[src/rtl/trig_pkg.sv]
package trig_pkg;
    localparam int NUM_PAIRS = 5;
    localparam int NUM_TRIG  = 2 * NUM_PAIRS;
    localparam int IDX_W     = $clog2(NUM_TRIG);

    typedef enum logic [1:0] {
        MT_EQ    = 2'd0,
        MT_NAPOT = 2'd1,
        MT_GE    = 2'd2,
        MT_LT    = 2'd3
    } mtype_e;

    typedef enum logic [1:0] {
        AK_FETCH = 2'd0,
        AK_LOAD  = 2'd1,
        AK_STORE = 2'd2
    } akind_e;

    typedef struct packed {
        logic   enable;
        mtype_e mtype;
        logic   select;
        logic   timing;
        logic   chain;
    } trig_ctl_t;

    // Fixed wiring of each trigger slot to an access kind.
    function automatic akind_e trig_kind(input int t);
        case (t)
            0, 1, 6, 8: return AK_FETCH;
            2, 3, 7:    return AK_STORE;
            default:    return AK_LOAD;
        endcase
    endfunction
endpackage

[src/rtl/trig_cfg_bank.sv]
module trig_cfg_bank
    import trig_pkg::*;
#(
    parameter int ADDR_W = 64
) (
    input  logic                             clk,
    input  logic                             rst_n,
    input  logic                             wr_en,
    input  logic [IDX_W-1:0]                 wr_idx,
    input  trig_ctl_t                        wr_ctl,
    input  logic [ADDR_W-1:0]                wr_tdata,
    output trig_ctl_t [NUM_TRIG-1:0]         ctl_q,
    output logic [NUM_TRIG-1:0][ADDR_W-1:0]  tdata_q
);
    localparam logic [IDX_W-1:0] LAST_IDX = IDX_W'(NUM_TRIG - 1);

    typedef struct packed {
        trig_ctl_t [NUM_TRIG-1:0]        ctl;
        logic [NUM_TRIG-1:0][ADDR_W-1:0] tdata;
    } bank_t;

    bank_t bank_d, bank_q;

    always_comb begin
        bank_d = bank_q;
        if (wr_en && (wr_idx <= LAST_IDX)) begin
            bank_d.ctl[wr_idx]   = wr_ctl;
            bank_d.tdata[wr_idx] = wr_tdata;
        end
    end

    always_ff @(posedge clk or negedge rst_n) begin
        if (!rst_n) bank_q <= '0;
        else        bank_q <= bank_d;
    end

    assign ctl_q   = bank_q.ctl;
    assign tdata_q = bank_q.tdata;

    AST_BAD_IDX_IGNORED: assert property (@(posedge clk) disable iff (!rst_n)
        (wr_en && (wr_idx > LAST_IDX)) |=> $stable(bank_q));
endmodule

[src/rtl/trig_match.sv]
module trig_match
    import trig_pkg::*;
#(
    parameter int ADDR_W = 64
) (
    input  trig_ctl_t          ctl,
    input  logic [ADDR_W-1:0]  tdata,
    input  logic               ev_vld,
    input  logic [ADDR_W-1:0]  ev_addr,
    output logic               match
);
    logic [ADDR_W-1:0] care_mask;
    logic              cmp;

    always_comb begin
        // Trailing ones and the zero above them become don't-care bits.
        care_mask = ~(tdata ^ (tdata + ADDR_W'(1)));
        case (ctl.mtype)
            MT_EQ:    cmp = (ev_addr == tdata);
            MT_NAPOT: cmp = (((ev_addr ^ tdata) & care_mask) == '0);
            MT_GE:    cmp = (ev_addr >= tdata);
            default:  cmp = (ev_addr <  tdata);
        endcase
        match = ctl.enable && !ctl.select && ev_vld && cmp;
    end
endmodule

[src/rtl/trig_pair_resolve.sv]
module trig_pair_resolve
    import trig_pkg::*;
#(
    parameter bit STORE_PAIR = 1'b0
) (
    input  logic      m_even,
    input  logic      m_odd,
    input  trig_ctl_t ctl_even,
    input  trig_ctl_t ctl_odd,
    output logic      f_even,
    output logic      f_odd
);
    logic both;

    generate
        if (STORE_PAIR) begin : g_store
            always_comb begin
                both   = 1'b0;
                f_even = ctl_even.chain ? 1'b0 : m_even;
                f_odd  = ctl_even.chain ? 1'b0 : m_odd;
            end
        end else begin : g_mixed
            always_comb begin
                both   = m_even && m_odd && (ctl_even.timing == ctl_odd.timing);
                f_even = ctl_even.chain ? both : m_even;
                f_odd  = ctl_even.chain ? both : m_odd;
            end
        end
    endgenerate
endmodule

[src/rtl/trig_unit.sv]
module trig_unit
    import trig_pkg::*;
#(
    parameter int ADDR_W = 64
) (
    input  logic                 clk,
    input  logic                 rst_n,
    input  logic                 cfg_we,
    input  logic [3:0]           cfg_idx,
    input  logic                 cfg_enable,
    input  logic [1:0]           cfg_mtype,
    input  logic                 cfg_select,
    input  logic                 cfg_timing,
    input  logic                 cfg_chain,
    input  logic [ADDR_W-1:0]    cfg_tdata,
    input  logic                 fetch_vld,
    input  logic [ADDR_W-1:0]    fetch_pc,
    input  logic                 load_vld,
    input  logic [ADDR_W-1:0]    load_addr,
    input  logic                 store_vld,
    input  logic [ADDR_W-1:0]    store_addr,
    output logic [9:0]           fire,
    output logic                 hit,
    output logic                 trap_now,
    output logic                 trap_next
);
    typedef struct packed {
        logic [NUM_TRIG-1:0] fire;
        logic                hit;
        logic                now;
        logic                next;
    } out_t;

    trig_ctl_t                       wr_ctl;
    trig_ctl_t [NUM_TRIG-1:0]        ctl;
    logic [NUM_TRIG-1:0][ADDR_W-1:0] tdata;
    logic [NUM_TRIG-1:0]             ev_vld;
    logic [NUM_TRIG-1:0][ADDR_W-1:0] ev_addr;
    logic [NUM_TRIG-1:0]             match;
    logic [NUM_TRIG-1:0]             fire_c;
    logic [NUM_TRIG-1:0]             timing_v;
    out_t                            out_d, out_q;

    always_comb begin
        wr_ctl.enable = cfg_enable;
        wr_ctl.mtype  = mtype_e'(cfg_mtype);
        wr_ctl.select = cfg_select;
        wr_ctl.timing = cfg_timing;
        wr_ctl.chain  = cfg_chain;
    end

    trig_cfg_bank #(.ADDR_W(ADDR_W)) u_bank (
        .clk      (clk),
        .rst_n    (rst_n),
        .wr_en    (cfg_we),
        .wr_idx   (cfg_idx),
        .wr_ctl   (wr_ctl),
        .wr_tdata (cfg_tdata),
        .ctl_q    (ctl),
        .tdata_q  (tdata)
    );

    generate
        for (genvar t = 0; t < NUM_TRIG; t++) begin : g_trig
            localparam akind_e KIND = trig_kind(t);
            if (KIND == AK_FETCH) begin : g_f
                assign ev_vld[t]  = fetch_vld;
                assign ev_addr[t] = fetch_pc;
            end else if (KIND == AK_STORE) begin : g_s
                assign ev_vld[t]  = store_vld;
                assign ev_addr[t] = store_addr;
            end else begin : g_l
                assign ev_vld[t]  = load_vld;
                assign ev_addr[t] = load_addr;
            end
            assign timing_v[t] = ctl[t].timing;

            trig_match #(.ADDR_W(ADDR_W)) u_match (
                .ctl     (ctl[t]),
                .tdata   (tdata[t]),
                .ev_vld  (ev_vld[t]),
                .ev_addr (ev_addr[t]),
                .match   (match[t])
            );

            AST_DISABLED_QUIET: assert property (@(posedge clk) disable iff (!rst_n)
                !ctl[t].enable |=> !fire[t]);
        end

        for (genvar p = 0; p < NUM_PAIRS; p++) begin : g_pair
            localparam bit STP = (trig_kind(2*p) == AK_STORE) && (trig_kind(2*p+1) == AK_STORE);

            trig_pair_resolve #(.STORE_PAIR(STP)) u_pair (
                .m_even   (match[2*p]),
                .m_odd    (match[2*p+1]),
                .ctl_even (ctl[2*p]),
                .ctl_odd  (ctl[2*p+1]),
                .f_even   (fire_c[2*p]),
                .f_odd    (fire_c[2*p+1])
            );

            AST_CHAIN_LOCKSTEP: assert property (@(posedge clk) disable iff (!rst_n)
                ctl[2*p].chain |=> (fire[2*p] == fire[2*p+1]));
            AST_CHAIN_TIMING_SPLIT: assert property (@(posedge clk) disable iff (!rst_n)
                (ctl[2*p].chain && (ctl[2*p].timing != ctl[2*p+1].timing))
                |=> (!fire[2*p] && !fire[2*p+1]));
            if (STP) begin : g_stchk
                AST_STORE_CHAIN_SILENT: assert property (@(posedge clk) disable iff (!rst_n)
                    ctl[2*p].chain |=> (!fire[2*p] && !fire[2*p+1]));
            end
        end
    endgenerate

    always_comb begin
        out_d.fire = fire_c;
        out_d.hit  = |fire_c;
        out_d.now  = |(fire_c & ~timing_v);
        out_d.next = |(fire_c & timing_v);
    end

    always_ff @(posedge clk or negedge rst_n) begin
        if (!rst_n) out_q <= '0;
        else        out_q <= out_d;
    end

    assign fire      = out_q.fire;
    assign hit       = out_q.hit;
    assign trap_now  = out_q.now;
    assign trap_next = out_q.next;

    AST_IDLE_QUIET: assert property (@(posedge clk) disable iff (!rst_n)
        (!fetch_vld && !load_vld && !store_vld) |=> (fire == '0));
    AST_HIT_SPLIT: assert property (@(posedge clk) disable iff (!rst_n)
        hit == (trap_now || trap_next));
endmodule

[config.mk]
export PLATFORM = sky130hd
export DESIGN_NAME = trig_unit
export DESIGN_NICKNAME = d
export VERILOG_FILES = /design/src/rtl/trig_pkg.sv /design/src/rtl/trig_cfg_bank.sv /design/src/rtl/trig_match.sv /design/src/rtl/trig_pair_resolve.sv /design/src/rtl/trig_unit.sv
export SDC_FILE = /design/constraint.sdc
export NUM_CORES = 2
export LEC_CHECK = 0
export BUFFER_PORTS_ARGS = -buffer_cell sky130_fd_sc_hd__clkbuf_2
export CAP_MARGIN = 0
export CORE_MARGIN = 5
export CORE_UTILIZATION = 63
export DETAILED_ROUTE_END_ITERATION = 8
export GPL_ROUTABILITY_DRIVEN = 0
export MAX_ROUTING_LAYER = met4
export PLACE_DENSITY = 0.82
export SKIP_LAST_GASP = 1
export SYNTH_ARGS = -nofsm -noshare
export SYNTH_HDL_FRONTEND = slang
export SYNTH_HIERARCHICAL = 1
export SYNTH_SLANG_ARGS = --single-unit
[constraint.sdc]
create_clock -name clk -period 4.5 [get_ports clk]
set_input_delay 0.45 -clock clk [delete_from_list [all_inputs] [get_ports clk]]
set_output_delay 0.45 -clock clk [all_outputs]
set_load 0.005 [all_outputs]
After elaboration in Yosys (flattened, before gate mapping)

Index checks and enable logic that the tools add are counted.

Flip-flop bits (word level): 713

Equal/unequal tests: 34
Add/subtract/negate cells: 10
Reduce and logical (&&, ||, !) cells: 73
Multiplexer cells: 26
$lt $le $gt $ge: 23
Bitwise gates (word level): 43

Operators by type and width:

| kind                                           | number |
|---|---|
| XOR 64 bit                                     | 20 |
| adder 64 x 1 -> 64 bit (second input constant) | 10 |
| bitwise AND 64 bit                             | 10 |
| bitwise mux 640 bit                            | 1 |
| == test 64 bit                                 | 10 |
| greater-or-equal comparator 64 bit             | 10 |
| zero test 64 bit                               | 10 |
| less-than comparator 64 bit                    | 10 |
| inverter 64 bit                                | 10 |
| demux 64 bit (select 4 bit)                    | 1 |
| 2-to-1 mux 64 bit                              | 1 |
| bitwise mux 60 bit                             | 1 |
| logical AND 1 bit                              | 40 |
| one-hot mux 1 bit (3 select lines)             | 10 |
| OR reduction 10 bit                            | 3 |
| demux 6 bit (select 4 bit)                     | 1 |
| bitwise AND 10 bit                             | 2 |
| == test 2 x 1 -> 1 bit (second input constant) | 10 |
| == test 2 bit (second input constant)          | 10 |
| zero test 2 bit                                | 10 |
| zero test 1 bit                                | 10 |
| 2-to-1 mux 1 bit                               | 10 |
| inverter 10 bit                                | 1 |
| 2-to-1 mux 6 bit                               | 1 |
| 4 further kinds                                | 7 |

Depth between registers and ports, before layout

Word-level depth: 12
Gate-level depth with buffers: 15
Gate-level depth less buffers: 15

Modules after synthesis

The synthesis kept the hierarchy.

Modules (own cells, without submodules):

| module                                   | area each (µm²) | seq. area each (µm²) | times used | cells an instance |
|---|---|---|---|---|
| trig_match                               | 2658.8          | 0.0                  | 10         | 387 |
| trig_cfg_bank                            | 26151.3         | 17516.8              | 1          | 1560 |
| trig_unit                                | 471.7           | 325.3                | 1          | 37 |
| trig_pair_resolve (g_pair[0].u_pair ...) | 32.5            | 0.0                  | 4          | 6 |
| trig_pair_resolve (g_pair[1].u_pair)     | 12.5            | 0.0                  | 1          | 2 |

Worst setup path after synthesis

OpenSTA, ideal clock, no wires.

Kind: in2reg
From: input store_addr[55]
To: register out_q, in the netlist trap_now
Cell stages on the path: 14
Slack: 0.863 ns
Setup time: 0.064 ns
Arrival: 3.572 ns
Required time: 4.436 ns
Path through: ha_1 nand4_1 or4_1 or3_1 or3_1 o22ai_1 nor4_1 or4b_1 nand3_1 inv_1 o22ai_1 or2b_1 o2111ai_1 or4_1

RTL lines:

| element              | RTL line         | RTL |
|---|---|---|
| start, declared      | trig_unit.sv:21  | `input logic [ADDR_W-1:0] store_addr,` |
| end signal, assigned | trig_unit.sv:123 | `else out_q <= out_d;` |
| end, declared        | trig_unit.sv:42  | `out_t out_d, out_q;` |

==> results.sh <==
export IMPL_clkLatencyLatePin_ns=0.66
export IMPL_crit_arrival_ns=5.20
export IMPL_path_cells="inv_1 > ha_1 > nand3_1 > a221oi_1 > o2111ai_1 > a2111o_1 > nor4_1 > nand4_1 > or4_1 > nand3_1 > nor2b_1 > inv_1 > o22ai_1 > or4_1"
export IMPL_post_dp_hpwl_um=154000
export IMPL_wl_um=202000
export IMPL_dieWidth_um=301
export IMPL_postCtsSetupBuffers=0
export IMPL_ctsLongestPathBuffers=3
export IMPL_multi_input_area_mm2=0.0321
export IMPL_regToRegSetupSlack_ns=-0.12
export IMPL_die_h_um=301
export IMPL_holdCritStartpoint="cfg_chain"
export IMPL_io_pins=285
export IMPL_slew_headroom_pct=23.0
export IMPL_grt_util_all_layers_pct=44.4
export IMPL_grt_pass1_vias=48700
export IMPL_areaGrowthSynthToFinish_pct=11.4
export IMPL_cp_num_buf_inv=2
export IMPL_overflow=0
export IMPL_post_route_cell_area_mm2=0.0592
export IMPL_violations="negative setup slack"
export IMPL_synthCells=5483
export IMPL_peakVddDrop_mv=0.345
export IMPL_maxCapViolations=0
export IMPL_drt_vias_per_instance=7.23
export IMPL_fin_setup_tns_ns=-0.120
export IMPL_htreeDepth=3
export IMPL_fillCellCount=6026
export IMPL_grt_pass1_wl_um=298000
export IMPL_wl_per_cell_um=28.8
export IMPL_setup_slack_ns=-0.120
export IMPL_cp_max_fo=5
export IMPL_leakagePower_nw=27.7
export IMPL_hold_viol=0
export IMPL_worstSetupStartpointType="flop"
export IMPL_hp_class="in2reg"
export IMPL_r2r_start="u_bank/tdata_q[135]"
export IMPL_antenna_found_initial=23
export IMPL_cts_tree="done"
export IMPL_cp_top_family="simple AND/OR/NAND/NOR gates"
export IMPL_cp_end_kind="flop"
export IMPL_slowest_stage="nor4_1"
export IMPL_dr_pass1_iters=9
export IMPL_powerDensity_mw_per_mm2=440
export IMPL_core_area_mm2=0.0837
export IMPL_clock_fmax_mhz=216
export IMPL_postPlaceCellArea_mm2=0.0562
export IMPL_rsz0062_at_grt="true"
export IMPL_syn_area_mm2=0.0532
export IMPL_status="finished with violations"
export IMPL_ys_warn_count=6
export IMPL_synth_area_per_cell_um2=9.70
export IMPL_worstPathRequired_ns=5.08
export IMPL_drc=0
export IMPL_grt_max_degree=112
export IMPL_drt_iter0_drc=7678
export IMPL_dr_total_vias=50700
export IMPL_nNetsFinal=6698
export IMPL_cts_sinks=708
export IMPL_startpoint="u_bank/tdata_q[135]"
export IMPL_root_buffer="clkbuf_16"
export IMPL_fin_crit_sh_pct=103
export IMPL_syn_nets=6405
export IMPL_slowest_delay_ns=0.82
export IMPL_maxSlewViolCount=0
export IMPL_finalClockSkew_ns=0.0259
export IMPL_worst_slew_pin_slew_ns=1.16
export IMPL_drive_above_1_share_pct=20.7
export IMPL_regArea_mm2=0.0177
export IMPL_cts_buffers=81
export IMPL_setup_violations=1
export IMPL_cts_clk_slew_worst_paths_ns=0.07
export IMPL_initial_core_util_pct=63.5
export IMPL_die_area_mm2=0.0903
export IMPL_port_buffer_count=284
export IMPL_period_minus_slack_ns=4.62
export IMPL_ant_nets=0
export IMPL_rows=106
export IMPL_path_class="reg2reg"
[worst paths after layout]
| kind | end | depth (start not counted) |
|---|---|---|
| worst max-delay path | trap_now | 14 |
| worst min-delay path | u_bank/ctl_q[24] | 2 |
| worst max register to register | trap_now | 14 |
| worst min register to register | u_bank/ctl_q[10] | 1 |
| max in group asynchronous | u_bank/tdata_q[210] | 3 |
| min in group asynchronous | u_bank/tdata_q[19] | 2 |
[metal layers]
metal | vias up | track usage, % | wire length, µm
li1 | 21300 | - | -
met1 | 24000 | 55.2 | 71800
met2 | 4240 | 62.8 | 82800
met3 | 1181 | 12.9 | 28600
met4 | 0 | 29.6 | 18800
met5 | - | - | 0
[power by group]
group          switching [mW]  internal (mW)
logic                    5.33           3.89
registers                1.82           7.84
clock network            2.88           4.29
[state kept, by name (all words and copies together), names as in the netlist]
register        count
trap_now            1
trap_next           1
u_bank/tdata_q    640
hit                 1
u_bank/ctl_q       55
fire               10
[cell type report]
class | count | area share (%)
repair buffers | 394 | 3.96
clock inverters | 41 | 0.887
inverters | 715 | 4.53
clock buffers | 108 | 3.99
flip-flops and latches | 708 | 29.9
diodes | 33 | 0.139
multi-input cells | 3876 | 54.2
well taps | 1134 | 2.40
[timing repair]
item,in CTS,in global routing
hold buffers,1,0
setup endpoints to repair,0,4
resized for setup,0,12
endpoints found under the hold margin,71,0
[layout by cell type (no fill, tap or decap), types with 125 or more instances in the layout]
cell and instances:
mux2_1 157, nand2_1 125, nand4_1 232, a21oi_1 480, nor2_1 171, nor4_1 144, mux2_2 538, nor3_1 140
clkbuf_2 283, dfrtp_1 708, ha_1 650, a31oi_1 130, inv_1 714
[worst register-to-register path, delay by kind of cell (launching register included)]
family / cells / cell delay [ns]
AND/OR/NAND/NOR: 7 / 2.41
AO/OA/AOI/OAI: 4 / 1.19
flip-flops: 1 / 0.39
adder cells (fa/ha/maj): 1 / 0.36
buffers and inverters: 2 / 0.21
[stage by stage]
step | util, % | power [mW] | worst slack, ns | hold WS [ns] | std cells
after detailed placement | 67.1 | 18.3 | 0.0771 | 0.481 | 6826
after global routing | 70.7 | 27.2 | -0.0161 | 0.161 | 6994
after global placement | 67.1 | 17.8 | 0.126 | 0.470 | 6826
final | 70.8 | 26.0 | -0.120 | 0.170 | 7009
after floorplan | - | 15.1 | 0.863 | 0.154 | 5483
after CTS | 70.6 | 25.5 | 0.0867 | 0.144 | 6976
Power figures use the tool's default switching activity.
